===== src/rtl/pload_shreg.sv =====
module pload_shreg #(
  parameter int STAGES      = 8,
  parameter int SYNC_STAGES = 2
) (
  input  logic              clk,
  input  logic              rst,
  input  logic              load_n,
  input  logic              sclk,
  input  logic              inh,
  input  logic              ser_in,
  input  logic [STAGES-1:0] par_in,
  output logic              q_true,
  output logic              q_comp
);
  localparam int LAST = STAGES - 1;
  localparam int SMSB = SYNC_STAGES - 1;

  logic [SYNC_STAGES-1:0] sclk_sync, inh_sync;
  logic                   trig, trig_q, shift_stb;
  logic [STAGES-1:0]      stages;

  always_ff @(posedge clk) begin
    if (rst) begin
      sclk_sync <= '0;
      inh_sync  <= '0;
    end else begin
      sclk_sync <= {sclk_sync[SMSB-1:0], sclk};
      inh_sync  <= {inh_sync[SMSB-1:0], inh};
    end
  end

  assign trig      = sclk_sync[SMSB] | inh_sync[SMSB];
  assign shift_stb = load_n & trig & ~trig_q;

  always_ff @(posedge clk) begin
    if (rst) trig_q <= 1'b0;
    else     trig_q <= trig;
  end

  always_ff @(posedge clk) begin
    if (rst)            stages <= '0;
    else if (!load_n)   stages <= par_in;
    else if (shift_stb) stages <= {stages[LAST-1:0], ser_in};
  end

  assign q_true = stages[LAST];
  assign q_comp = ~stages[LAST];
endmodule


===== config.mk =====
export PLATFORM = sky130hd
export DESIGN_NAME = pload_shreg
export DESIGN_NICKNAME = d
export VERILOG_FILES = /design/src/rtl/pload_shreg.sv
export SDC_FILE = /design/constraint.sdc
export NUM_CORES = 1
export LEC_CHECK = 0
export BUFFER_PORTS_ARGS = -buffer_cell sky130_fd_sc_hd__buf_2
export CAP_MARGIN = 20
export CORE_AREA = 4 4 41 43
export DETAILED_ROUTE_END_ITERATION = 6
export DIE_AREA = 0 0 45 47
export PLACE_DENSITY = 0.67
export REMOVE_ABC_BUFFERS = 1
export SYNTH_ARGS = -nofsm -noshare
export SYNTH_HDL_FRONTEND = slang
export SYNTH_SLANG_ARGS = --single-unit

===== constraint.sdc =====
create_clock -name clk -period 1.2 [get_ports clk]
set_input_delay 0.06 -clock clk [delete_from_list [all_inputs] [get_ports clk]]
set_output_delay 0.06 -clock clk [all_outputs]
set_load 0.02 [all_outputs]

# Word-level counts from Yosys, hierarchy flattened
# Cells that the tools add are included.
[totals]
register_bits = 13
inputBits = 14
output_inout_bits = 2
elab_cells = 12
[op_classes]
eq_ne = 1
n_mux = 2
bitwise_logic = 5
[op_table]
columns = ["cell", "n"]
rows = [
  ["8-bit 2-to-1 mux", 2],
  ["1-bit bitwise AND", 2],
  ["2-bit by 1-bit inequality test with 1-bit output, second input constant", 1],
  ["1-bit inverter", 2],
  ["1-bit bitwise OR", 1],
]

# Depth between registers and ports, before layout
[depth]
word_depth = 5
mapped_depth = 4
mapped_depth_nobuf = 3

# Least setup slack after synthesis
# OpenSTA, ideal clock, no wires.
[synth_path]
path_type = "reg-to-reg"
start = "register trig_q"
end = "register stages[1]"
setup_ps = 91
t_arrival_ps = 871
required_ps = 1109
slack_ps = 238
stages_incl_launch_ff = 5
n_path_buf = 1
synth_period_minus_slack_ps = 962
cell_sequence = "dfxtp_1 > o21ba_2 > buf_6 > nand2_1 > a311oi_1"
[synth_between]
elab_chain_len = 3
[synth_lines]
columns = ["element", "line_no", "rtl"]
rows = [
  ["from (decl)", "19", "logic trig, trig_q, shift_stb;"],
  ["from (signal assigned)", "37", "else trig_q <= trig;"],
  ["1-bit inverter", "33", "assign shift_stb = load_n & trig & ~trig_q;"],
  ["1-bit bitwise AND", "33", ""],
  ["2-bit by 1-bit inequality test with 1-bit output (no line)", "-", ""],
  ["to (signal assigned)", "42", "else if (!load_n) stages <= par_in;"],
  ["to (signal assigned)", "43", "else if (shift_stb) stages <= {stages[LAST-1:0], ser_in};"],
  ["to (decl)", "20", "logic [STAGES-1:0] stages;"],
]
# No other way between the ends.
# A chain may end at the register's enable or synchronous reset.

# Final worst setup path
[layout_path]
start = "register inh_sync[1]"
end = "register stages[1]"
[layout_between]
elab_chain_len = 4
[layout_lines]
columns = ["element", "line_no", "rtl"]
rows = [
  ["from (decl)", "18", "logic [SYNC_STAGES-1:0] sclk_sync, inh_sync;"],
  ["from (signal assigned)", "28", "inh_sync <= {inh_sync[SMSB-1:0], inh};"],
  ["1-bit bitwise OR", "32", "assign trig = sclk_sync[SMSB] | inh_sync[SMSB];"],
  ["1-bit bitwise AND (2 in series)", "33", ""],
  ["2-bit by 1-bit inequality test with 1-bit output (no line)", "-", ""],
]
# No other way between the ends.

==> key figures <==
Critical path
  – Crit path max fanout: 8
  – CP Capture Type: flip-flop
  – Crit Reg-Reg Endpoint: stages[1]$_SDFFE_PP0P_
  – Crit path launch type: flip-flop
  – CP Data Required Time: 1.37 ns
  – R2r startpoint: inh_sync[1]$_SDFF_PP0_
  – WP data arrival: 1.26 ns
  – Cell depth of the worst flop-to-flop path: 3
  – Crit Path Class: reg -> reg
  – Internal reg-to-reg setup slack: 0.12 ns

Global route
  – Number of global-route vias before repair: 351
  – First-pass GRT wire length: 1.504 mm
  – Largest net degree at the start of global routing: 17
  – Total GRT Usage: 0.1017
  – Total gr overflow: 0
  – Initial antenna violation count: 0

Final layout
  – Ant. Diodes: 0
  – Fin nets: 90
  – # fillers: 141
  – Post-route cell area: 631.9 µm²
  – Share of layout cells above drive strength 1: 0.2667
  – Layout area overhead: 25.00%
  – Post-layout util: 0.4856

Floorplanning
  – Die span in y: 47 µm
  – Die footprint: 2115 µm²
  – Initial Util: 0.3885
  – Die W: 45 µm
  – Core Region: 1301 µm²
  – # rows: 13
  – I/O pins: 16

Power and ir drop
  – Max VDD drop: 0.8500 mV
  – Total power: 850.3 µW
  – Pwr dens: 1346 nW/µm²
  – Static leakage: 0.0002578 µW

Synthesis
  – Top post-synthesis cells by area: dfxtp_1 (51%), a311oi_1 (14%), nand2_1 (12%)
  – Most used standard cell by instance count after synthesis: nand2_1
  – Synth warnings: 0
  – Synth top area share: 0.5149
  – Post-synth EDFFs: 0
  – Most frequent cells after synthesis: nand2_1 (16), dfxtp_1 (13), nor2_1 (10), a311oi_1 (8), nor2b_1 (4)
  – Most used flip-flop cell after synthesis: dfxtp_1
  – Avg Cell Area, Syn: 8.715 µm²
  – Leading area contributor after synthesis: dfxtp_1
  – Library cells used by synthesis: 12
  – Asr flop ratio synth: 0
  – Mapped Area: 505.5 µm²
  – #FFs+latches synth: 13
  – Sequential fraction of the synthesis area: 0.5149
  – Post-synthesis cell count: 58

Route
  – Number of detailed-route iterations in the first pass: 3
  – Remaining DRCs: 0
  – DRT antenna net count: 0
  – Drt wl/cell: 10.62 µm
  – Drt total wl: 956 µm
  – Via count: 425
  – Vias per cell: 4.722
  – DR iter-0 viols: 5

STA
  – Fin. Hold Viols: 0
  – Endpoints failing setup: 0
  – Min Tclk post-route: 1.084 ns
  – Rel. slew slack: 0.8212
  – Highest Clock Rate: 922.8 MHz
  – Period utilisation layout: 0.9030
  – Slew Limit Fails: 0
  – Clock Skews: 0.003421 ns
  – Setup tns final: 0 ns
  – Worst-Margin Slew: 0.2681 ns
  – RSZ-0062 raised after global routing: false
  – Setup WS post-layout: 0.1164 ns

Place
  – Placed instance area: 571.8 µm²
  – GPL Wtd Cong: 0.7242
  – IO buf count: 15
  – Post-place setup slack: 0.07651 ns

Clocking
  – Worst-path clk slew: 0.08 ns
  – CTS Buf Count: 3
  – Setup Fix Bufs, Post-CTS: 0
  – H-tree Lvls: 1
  – Total clock sinks: 13
  – Root buffer cell: clkbuf_4
  – CTS tree: done
  – Skew-Pair Late Insertion Delay: 0.27 ns
  – Clock buffer depth: 2

Min path
  – Hold Crit Class: in -> reg
  – Min-Delay Endpoint: stages[7]$_SDFFE_PP0P_
  – Hold Path Origin: par_in[7]
  – Hold Crit Depth: 3

Status
  – Status: complete, no violations

Flow run
  – Max Cap Violations: 0
how the worst max path moves through the flow:
stage	start	to	slack, ns
final	inh_sync[1]$_SDFF_PP0_	stages[1]$_SDFFE_PP0P_	0.12
after global routing	inh_sync[1]$_SDFF_PP0_	stages[1]$_SDFFE_PP0P_	0.01
after CTS	inh_sync[1]$_SDFF_PP0_	stages[1]$_SDFFE_PP0P_	0.04
after detailed placement	inh_sync[1]$_SDFF_PP0_	stages[1]$_SDFFE_PP0P_	0.08
after global placement	inh_sync[1]$_SDFF_PP0_	stages[1]$_SDFFE_PP0P_	0.16
after floorplan	inh_sync[1]$_SDFF_PP0_	stages[7]$_SDFFE_PP0P_	0.26
cell type report:
| class | instances | area [µm²] | share of cell area |
|---|---|---|---|
| clock buffer | 4 | 26.28 | 0.04158 |
| inverter | 1 | 3.754 | 0.005941 |
| multi-input combinational | 40 | 227.7 | 0.3604 |
| sequential | 13 | 260.3 | 0.4119 |
| tap | 15 | 18.77 | 0.02970 |
| timing repair buffer | 17 | 95.09 | 0.1505 |
worst max-delay path, cell delays in order (launching register included):
cell and delay [ns]:
dfxtp_1 0.41, o21ba_4 0.23, nand2_1 0.07, a311oi_1 0.28
cell families (layout without fill, tap and decap cells):
logic type,count (synthesis),in the layout,synth area share
and+or+nand+nor,30,30,0.2426
AOI/OAI and AO/OA,10,10,0.1807
DFF,13,13,0.5149
buffers and inverters,5,22,0.06186
what timing repair did:
action | CTS | global route
hold buffers | 2 | 0
hold endpoints to repair | 2 | 0
resized for setup | 0 | 2
endpoints found under the setup margin | 0 | 3
per-stage QoR:
stage / hold slack (ns) / cells
2_1_floorplan: 0.1316 / 54
3_3_place_gp: 0.2720 / 84
3_5_place_dp: 0.2751 / 84
4_1_cts: 0.03786 / 90
5_1_grt: 0.03553 / 90
6_report: 0.04384 / 90
metal layers:
layer	GRT usage	vias to the layer above	wire length [µm]
met5	0	-	0
met4	0.03509	0	0
met3	0.06130	0	97
met2	0.1441	14	395
met1	0.1270	183	463
li1	-	228	-
registers in the layout, indices dropped and copies added (netlist names):
signal / cells
inh_sync: 2
sclk_sync: 2
stages: 8
trig_q: 1
layout by cell type, fill, tap and decap left out, drive strengths merged:
master       instances
buf                 15
inv                  1
dlygate4sd3          2
dfxtp               13
nor2b                4
clkbuf               4
a311oi               8
nor2                10
nand2               16
o21ba                1
o21bai               1
power breakdown:
group	total [µW]	switching [µW]	internal [µW]	leakage, µW
clock	269	140	129	0.0000150
sequential	474	15.1	459	0.000108
combinational	107	54.5	52.7	0.000135
(Power assumes the default switching activity.)
